==> config.mk <==
export PLATFORM = sky130hd
export DESIGN_NAME = subq_reader
export DESIGN_NICKNAME = d
export VERILOG_FILES = /design/src/rtl/subq_pkg.sv /design/src/rtl/subq_collect.sv /design/src/rtl/subq_lockout.sv /design/src/rtl/subq_readout.sv /design/src/rtl/subq_reader.sv
export SDC_FILE = /design/constraint.sdc
export NUM_CORES = 1
export LEC_CHECK = 0
export BUFFER_PORTS_ARGS = -buffer_cell sky130_fd_sc_hd__buf_4
export CORE_UTILIZATION = 63
export DETAILED_ROUTE_END_ITERATION = 10
export HOLD_SLACK_MARGIN = 0.1
export MAX_ROUTING_LAYER = met4
export PLACE_DENSITY_LB_ADDON = 0.1
export SETUP_SLACK_MARGIN = 0.4
export SYNTH_ARGS = -nofsm -noshare
export SYNTH_HDL_FRONTEND = slang
export SYNTH_SLANG_ARGS = --single-unit
==> constraint.sdc <==
create_clock -name clk -period 2.7 [get_ports clk]
set_clock_uncertainty 0.05 [all_clocks]
set_input_delay 0.135 -clock clk [delete_from_list [all_inputs] [get_ports clk]]
set_output_delay 0.135 -clock clk [all_outputs]
set_load 0.01 [all_outputs]
==> src/rtl/subq_pkg.sv <==
package subq_pkg;

    localparam int Q_DATA_BITS  = 80;
    localparam int Q_CHECK_BITS = 16;
    localparam logic [15:0] Q_CRC_POLY = 16'h1021;

    typedef enum logic [1:0] {
        ST_SHOW = 2'd0,
        ST_LOW  = 2'd1,
        ST_HIGH = 2'd2
    } rd_state_t;

    function automatic logic [15:0] crc_step(input logic [15:0] cur, input logic din);
        logic fb;
        fb = cur[15] ^ din;
        return {cur[14:0], 1'b0} ^ (fb ? Q_CRC_POLY : 16'h0000);
    endfunction

endpackage

==> src/rtl/subq_collect.sv <==
module subq_collect
    import subq_pkg::*;
#(
    parameter int DATA_BITS  = Q_DATA_BITS,
    parameter int CHECK_BITS = Q_CHECK_BITS
) (
    input  logic                 clk,
    input  logic                 rst_n,
    input  logic                 q_bit,
    input  logic                 q_stb,
    input  logic                 scor,
    output logic [DATA_BITS-1:0] field_data,
    output logic                 crc_pass
);

    localparam int FIELD_BITS = DATA_BITS + CHECK_BITS;
    localparam int CW         = $clog2(FIELD_BITS + 2);
    localparam logic [CW-1:0] FIELD_V = CW'(FIELD_BITS);
    localparam logic [CW-1:0] DATA_V  = CW'(DATA_BITS);
    localparam logic [CW-1:0] OVER_V  = CW'(FIELD_BITS + 1);

    logic [CW-1:0]         bit_cnt;
    logic [15:0]           crc_q;
    logic [CHECK_BITS-1:0] chk_q;
    logic [DATA_BITS-1:0]  data_q;

    always_ff @(posedge clk or negedge rst_n) begin
        if (!rst_n) begin
            bit_cnt <= '0;
            crc_q   <= '0;
            chk_q   <= '0;
            data_q  <= '0;
        end else if (scor) begin
            if (q_stb) begin
                bit_cnt <= CW'(1);
                crc_q   <= crc_step(16'h0000, q_bit);
                data_q  <= {data_q[DATA_BITS-2:0], q_bit};
            end else begin
                bit_cnt <= '0;
                crc_q   <= '0;
            end
        end else if (q_stb) begin
            if (bit_cnt < DATA_V) begin
                data_q <= {data_q[DATA_BITS-2:0], q_bit};
                crc_q  <= crc_step(crc_q, q_bit);
            end else if (bit_cnt < FIELD_V) begin
                chk_q <= {chk_q[CHECK_BITS-2:0], q_bit};
            end
            if (bit_cnt != OVER_V) begin
                bit_cnt <= bit_cnt + CW'(1);
            end
        end
    end

    assign field_data = data_q;
    assign crc_pass   = scor && (bit_cnt == FIELD_V) && (crc_q == ~chk_q);

endmodule

==> src/rtl/subq_lockout.sv <==
module subq_lockout #(
    parameter int LOCK_CYCLES = 67000
) (
    input  logic clk,
    input  logic rst_n,
    input  logic sqck_in,
    output logic sqck_rise,
    output logic sqck_fall,
    output logic lock_active
);

    localparam int TW = $clog2(LOCK_CYCLES + 1);
    localparam logic [TW-1:0] LOCK_V = TW'(LOCK_CYCLES);

    logic [2:0]    sync_q;
    logic [TW-1:0] hold_cnt;
    logic          lvl;

    assign lvl = sync_q[1];

    always_ff @(posedge clk or negedge rst_n) begin
        if (!rst_n) begin
            sync_q <= 3'b111;
        end else begin
            sync_q <= {sync_q[1:0], sqck_in};
        end
    end

    always_ff @(posedge clk or negedge rst_n) begin
        if (!rst_n) begin
            hold_cnt <= LOCK_V;
        end else if (!lvl) begin
            hold_cnt <= '0;
        end else if (hold_cnt != LOCK_V) begin
            hold_cnt <= hold_cnt + TW'(1);
        end
    end

    assign sqck_rise   = sync_q[1] & ~sync_q[2];
    assign sqck_fall   = ~sync_q[1] & sync_q[2];
    assign lock_active = ~lvl | (hold_cnt != LOCK_V);

endmodule

==> src/rtl/subq_readout.sv <==
module subq_readout
    import subq_pkg::*;
#(
    parameter int DATA_BITS = Q_DATA_BITS
) (
    input  logic                         clk,
    input  logic                         rst_n,
    input  logic                         load,
    input  logic [DATA_BITS-1:0]         load_data,
    input  logic                         sqck_rise,
    input  logic                         sqck_fall,
    output logic                         sqso,
    output logic                         crcf,
    output rd_state_t                    state,
    output logic [DATA_BITS-1:0]         sr,
    output logic [$clog2(DATA_BITS)-1:0] bcnt
);

    localparam int BW = $clog2(DATA_BITS);
    localparam logic [BW-1:0] LAST_V = BW'(DATA_BITS - 1);

    rd_state_t st_q, st_nxt;
    logic      last_bit;

    assign last_bit = (bcnt == LAST_V);

    always_ff @(posedge clk or negedge rst_n) begin
        if (!rst_n) begin
            st_q <= ST_SHOW;
        end else begin
            st_q <= st_nxt;
        end
    end

    always_comb begin
        st_nxt = st_q;
        unique case (st_q)
            ST_SHOW: if (sqck_fall) st_nxt = ST_LOW;
            ST_LOW:  if (sqck_rise) st_nxt = last_bit ? ST_SHOW : ST_HIGH;
            ST_HIGH: if (sqck_fall) st_nxt = ST_LOW;
            default: st_nxt = ST_SHOW;
        endcase
        if (load) begin
            st_nxt = ST_SHOW;
        end
    end

    always_ff @(posedge clk or negedge rst_n) begin
        if (!rst_n) begin
            sr   <= '0;
            bcnt <= '0;
            crcf <= 1'b0;
        end else if (load) begin
            sr   <= load_data;
            bcnt <= '0;
            crcf <= 1'b1;
        end else begin
            if (st_q == ST_LOW && sqck_rise) begin
                sr   <= {1'b0, sr[DATA_BITS-1:1]};
                bcnt <= last_bit ? '0 : bcnt + BW'(1);
            end
            if (sqck_rise || sqck_fall) begin
                crcf <= 1'b0;
            end
        end
    end

    always_comb begin
        unique case (st_q)
            ST_SHOW: sqso = crcf;
            ST_LOW,
            ST_HIGH: sqso = sr[0];
            default: sqso = crcf;
        endcase
    end

    assign state = st_q;

endmodule

==> src/rtl/subq_reader.sv <==
module subq_reader
    import subq_pkg::*;
#(
    parameter int DATA_BITS   = Q_DATA_BITS,
    parameter int CHECK_BITS  = Q_CHECK_BITS,
    parameter int LOCK_CYCLES = 67000
) (
    input  logic clk,
    input  logic rst_n,
    input  logic q_bit,
    input  logic q_stb,
    input  logic scor,
    input  logic sqck,
    output logic sqso,
    output logic crcf
);

    localparam int NBYTES = DATA_BITS / 8;

    logic [DATA_BITS-1:0]         rx_data;
    logic [DATA_BITS-1:0]         rev_data;
    logic                         crc_pass;
    logic                         sqck_rise, sqck_fall, lock_active;
    logic                         load;
    rd_state_t                    rd_state;
    logic [DATA_BITS-1:0]         sr;
    logic [$clog2(DATA_BITS)-1:0] bcnt;

    subq_collect #(
        .DATA_BITS (DATA_BITS),
        .CHECK_BITS(CHECK_BITS)
    ) u_collect (
        .clk       (clk),
        .rst_n     (rst_n),
        .q_bit     (q_bit),
        .q_stb     (q_stb),
        .scor      (scor),
        .field_data(rx_data),
        .crc_pass  (crc_pass)
    );

    subq_lockout #(
        .LOCK_CYCLES(LOCK_CYCLES)
    ) u_lockout (
        .clk        (clk),
        .rst_n      (rst_n),
        .sqck_in    (sqck),
        .sqck_rise  (sqck_rise),
        .sqck_fall  (sqck_fall),
        .lock_active(lock_active)
    );

    // rx_data holds the first-arrived bit at its top; readout slot 8b+k takes arrival 8b+7-k
    for (genvar b = 0; b < NBYTES; b++) begin : g_byte
        for (genvar k = 0; k < 8; k++) begin : g_bit
            assign rev_data[b*8 + k] = rx_data[DATA_BITS - 1 - (b*8 + 7 - k)];
        end
    end

    assign load = crc_pass & ~lock_active;

    subq_readout #(
        .DATA_BITS(DATA_BITS)
    ) u_readout (
        .clk      (clk),
        .rst_n    (rst_n),
        .load     (load),
        .load_data(rev_data),
        .sqck_rise(sqck_rise),
        .sqck_fall(sqck_fall),
        .sqso     (sqso),
        .crcf     (crcf),
        .state    (rd_state),
        .sr       (sr),
        .bcnt     (bcnt)
    );

endmodule

## After elaboration in Yosys (flattened, before gate mapping)

Index checks and enable logic that the tools add are counted.

- Register bits: 229
- Word-level logic and storage cells: 83

- Add/sub/neg operators: 3
- $lt $le $gt $ge: 2
- Equal/unequal tests: 10
- Muxes and demuxes: 29
- Bitwise operators: 12
- Reductions and logical operators: 17

Operators by type and width:

| operator | number |
|---|---|
| $mux W80 | 6 |
| $mux W16 | 4 |
| $mux W7 | 6 |
| $mux W17 | 2 |
| $mux W13 | 2 |
| $add A17 B1 Y17 const B | 1 |
| $ne A17 B17 Y1 const B | 1 |
| $eq A16 B16 Y1 | 1 |
| $not A16 Y16 | 1 |
| $xor A16 B16 Y16 | 1 |
| $add A7 B1 Y7 const B | 2 |
| $eq A7 B7 Y1 const B | 2 |
| $lt A7 B7 Y1 const B | 2 |
| $reduce_bool A2 Y1 | 5 |
| $mux W2 | 4 |
| $reduce_and A2 Y1 | 4 |
| $ne A7 B7 Y1 const B | 1 |
| $not A1 Y1 | 5 |
| $mux W1 | 4 |
| $pmux W2 S2 | 1 |
| $reduce_and A4 Y1 | 1 |
| $reduce_or A2 Y1 | 2 |
| $and A1 B1 Y1 | 3 |
| $logic_and A1 B1 Y1 | 3 |
| 9 further kinds | 9 |

## Logic depth before layout (Yosys ltp)

- Depth in word-level cells: 6
- Mapped depth: 9
- Depth with buffers taken out: 7

## Cells and area by module

A second synthesis with hierarchy kept.

- Cell total of the unflattened synthesis: 861
- Area total of the unflattened synthesis: 10171.0 sq um

Modules (own cells, without submodules):

| module | instances | cells an instance | area each (sq um) |
|---|---|---|---|
| subq_collect | 1 | 343 | 4862.2 |
| subq_readout | 1 | 410 | 4237.8 |
| subq_lockout | 1 | 107 | 1057.3 |
| subq_reader | 1 | 1 | 13.8 |

## Least setup slack after synthesis

OpenSTA, ideal clock, no wires.

- Kind: register -> register
- From: register u_lockout.sync_q[2]
- To: register u_readout.sr[34]
- Library setup time: 0.125 ns
- Data arrival time: 2.118 ns
- Path slack: 0.407 ns
- Cell stages (with the launch flop): 8
- Buffers on the path: 2
- Cell sequence: dfstp_2 > inv_1 > ha_1 > nand2_1 > clkbuf_1 > clkbuf_1 > mux2_2 > mux2_4

- Cells in the longest elaborated chain, start to end: 4

RTL lines:

| element | line | RTL |
|---|---|---|
| start, declared | subq_lockout.sv:15 | `logic [2:0] sync_q;` |
| start signal, assigned | subq_lockout.sv:25 | `sync_q <= {sync_q[1:0], sqck_in};` |
| $not A1 Y1 | subq_lockout.sv:39 | `assign sqck_rise = sync_q[1] & ~sync_q[2];` |
| $and A1 B1 Y1 | subq_lockout.sv:39 |  |
| $logic_and A1 B1 Y1 | subq_readout.sv:58 | `if (st_q == ST_LOW && sqck_rise) begin` |
| $reduce_bool A2 Y1 (no line) | n/a |  |
| end signal, assigned | subq_readout.sv:54 | `sr <= load_data;` |
| end signal, assigned | subq_readout.sv:59 | `sr <= {1'b0, sr[DATA_BITS-1:1]};` |
| end, declared | subq_readout.sv:15 | `output logic [DATA_BITS-1:0] sr,` |

Every way passes these cells.
A chain may end at the register's enable or synchronous reset.

## Worst setup path in the final report

- From: register u_lockout.hold_cnt[6]
- To: register u_readout.sr[26]

- Cells in the longest elaborated chain, start to end: 5

RTL lines:

| element | line | RTL |
|---|---|---|
| start, declared | subq_lockout.sv:16 | `logic [TW-1:0] hold_cnt;` |
| start signal, assigned | subq_lockout.sv:35 | `hold_cnt <= hold_cnt + TW'(1);` |
| $ne A17 B17 Y1 * | subq_lockout.sv:41 | `assign lock_active = ~lvl \| (hold_cnt != LOCK_V);` |
| $or A1 B1 Y1 * | subq_lockout.sv:41 |  |
| $not A1 Y1 * | subq_reader.sv:60 | `assign load = crc_pass & ~lock_active;` |
| $and A1 B1 Y1 * | subq_reader.sv:60 |  |
| $mux W80 / $reduce_bool A2 Y1 (equally long branches) | n/a |  |

Every way passes the cells marked *; elsewhere a longest branch is shown, timed or not.

==> metrics.txt <==
outcome=finished, final reports clean; Max Fclk=441 MHz; GRT overflow=0; area leader, netlist=dfrtp_1; worst-margin pin slew=0.726 ns; I/O pin count=8; pwr dens=695 nW/um^2; Critical Path AT=2.60 ns; share of cells above drive strength 1=45.1%; Setup crit end kind=flip-flop; H-Tree Depth=1; Synth area leaders=dfrtp_1 52%, mux2_2 19%, mux2_4 11%; Register-to-Register Path Depth=6; kind of path behind the tightest hold check=primary input to asynchronous set/reset pin; Crit Path Category=flip-flop to flip-flop; die area=17400 um^2; Final ANT Viol Nets=0; Port Buf Inserts=7; Worst Path Max Fanout=11; Worst setup SP type=flip-flop; Post-synth EDFFs=0; Setup WS post-layout=0.434 ns; gr usage total=21.3%; Worst setup endpoint=u_readout.sr[26]; Final nets=780; Syn Inst Count=733; Die Width=132 um; # diodes=0; global-route wire length before repair=29600 um; period utilisation layout=83.9%; DRC Markers=0; Initial Util=64.2%; R2R Path Start=u_lockout.hold_cnt[6]; final setup fails=0; Synth top area share=51.7%; yosys warns=0; WL final=17200 um; Worst-Skew Late Latency=0.51 ns; via count=5614; Seq/Total Area, Yosys=54.1%; number of max-cap violations=0; detailed-router iteration count before antenna repair=4; setup TNS=0 ns; Die H=132 um; Root Buffer=clkbuf_16; vias in the first global route=6027; clock buffer depth=3; initial antenna violation count=0; syn nets=751; dpl hpwl=10700 um; worst vdd ir=553 uV; Detailed Route Iter0 Violations=188; Mean Syn Cell Area=14.5 um^2; top cells by count, synth=219 x dfrtp_1, 178 x mux2_2, 79 x mux2_4, 30 x nor2_1, 25 x xor2_1; clk slew on worst S/H paths=0.06 ns; r2r setup slk=0.43 ns; largest net degree at the start of global routing=87; Synth Flop Type=dfrtp_1; post-place setup slack=0.200 ns; RSZ-0062 raised after global routing=false; total CTS buffers=24; Yosys reg bits=229; WL per Instance=17.2 um; CTS tree=yes; Final Hold Fails=0; Worst Setup SP=u_lockout.hold_cnt[6]; area grow syn2layout=13.0%; Worst Path Required=3.03 ns; Mapped Area=10600 um^2; Lkg Pwr=0.00578 uW; Async SR Flop Fraction=100%; clock sinks=229; gpl congestion=0.777; reg2reg end=u_readout.sr[26]; Slew HR=51.6%; vias per cell=5.62; Distinct cells, synth=45; fin. max-slew vios=0; area of the core=16500 um^2; fin crit period=2.27 ns; Rows=47; top-count cell post-synth=dfrtp_1
## kinds of logic (layout without fill, tap and decap cells)
kind of cell	count (synthesis)	after routing	share of synthesized area, %
buffers and inverters	46	92	3.10
and+or+nand+nor	106	106	5.26
DFF	229	229	54.1
muxes	259	259	30.3
adders and majority gates	12	12	1.42
AOI/OAI and AO/OA	41	41	2.54
xor gates and xnor gates	40	40	3.30
## routing by layer
metal,GRT usage (%),routed length [um],vias up,share of wire [%]
met3,2.88,423,18,2.5
li1,-,-,2651,-
met2,34.7,8720,54,51
met5,-,0,-,0
met1,28.3,7810,2891,45
met4,5.49,219,0,1.3
## per-stage QoR
stage | cell area, um^2 | util, % | hold slack (ns) | total power (uW) | instances
after global placement | 10900 | 66.1 | 0.127 | 4870 | 942
after floorplan | 10600 | - | -0.211 | 4640 | 733
final | 12000 | 72.6 | 0.170 | 8330 | 999
after global routing | 12000 | 72.6 | 0.231 | 8710 | 999
after detailed placement | 10900 | 66.1 | 0.130 | 4950 | 942
after CTS | 11800 | 71.6 | 0.196 | 8420 | 991
## report_power, final
part	total, uW	internal (uW)	switching [uW]
Combinational	873	481	392
Sequential	4020	3760	261
Clock	3440	2160	1280
Total	8330	6400	1930
## flip-flops by register name, summed over array words and instances, names as in the netlist
signal                count
u_collect.field_data     80
u_readout.sr             80
u_lockout.hold_cnt       17
u_collect.chk_q          16
u_collect.crc_q          16
u_collect.bit_cnt         7
u_readout.bcnt            7
u_lockout.sync_q          3
u_readout.state           2
u_readout.crcf            1
## final cells by class
class                   instances  area (um^2)
clock buffers                  35          733
clock inverters                 8          115
fillers                      1093         4530
inverters                      11         41.3
multi-input cells             458         4590
flip-flops and latches        229         5740
well taps                     220          275
repair buffers                 38          490
## placed cells by master (no fill, tap or decap), types with 3 or more instances in the layout
master | netlist | layout
nand2b_1 | 4 | 4
xor2_1 | 25 | 25
nor2_1 | 30 | 30
and3_1 | 8 | 8
clkinv_2 | 0 | 5
bufinv_16 | 0 | 3
nand3_1 | 20 | 20
nand2_1 | 18 | 17
ha_1 | 12 | 12
dlygate4sd3_1 | 0 | 5
clkbuf_16 | 0 | 28
a21oi_1 | 12 | 12
mux2_4 | 79 | 79
clkbuf_1 | 17 | 3
clkbuf_8 | 0 | 7
nor3_1 | 4 | 3
o21ai_0 | 8 | 8
dfrtp_1 | 219 | 218
a22o_1 | 13 | 13
xnor2_1 | 15 | 15
buf_12 | 9 | 10
nand3b_1 | 3 | 3
inv_1 | 10 | 10
buf_4 | 0 | 18
mux2_2 | 178 | 178
dfstp_2 | 10 | 10
## worst min-delay path by stage
stage / start / to / slack, ns
global route: rst_n / u_readout.sr[33] / 0.23
finish: rst_n / u_readout.sr[21] / 0.17
global placement: rst_n / u_readout.sr[22] / 0.13
detailed placement: rst_n / u_readout.sr[23] / 0.13
CTS: rst_n / u_readout.sr[25] / 0.20
floorplan: rst_n / u_collect.bit_cnt[0] / -0.21
## timing repair
item,4_1_cts,5_1_grt
gates resized for setup,1,7
endpoints found under the setup margin,79,79
pin swaps,2,3
cloned,0,3
setup buffers,1,5
hold buffers,5,0
hold endpoints to repair,150,0
## worst max-delay path, stage by stage (launching register included)
cell,delay [ns]
dfrtp_1,0.42
or4_4,0.56
nor4_4,0.18
and4_4,0.32
buf_4,0.15
buf_12,0.15
mux2_4,0.31
Note: power is estimated with default switching activity, not from simulation.
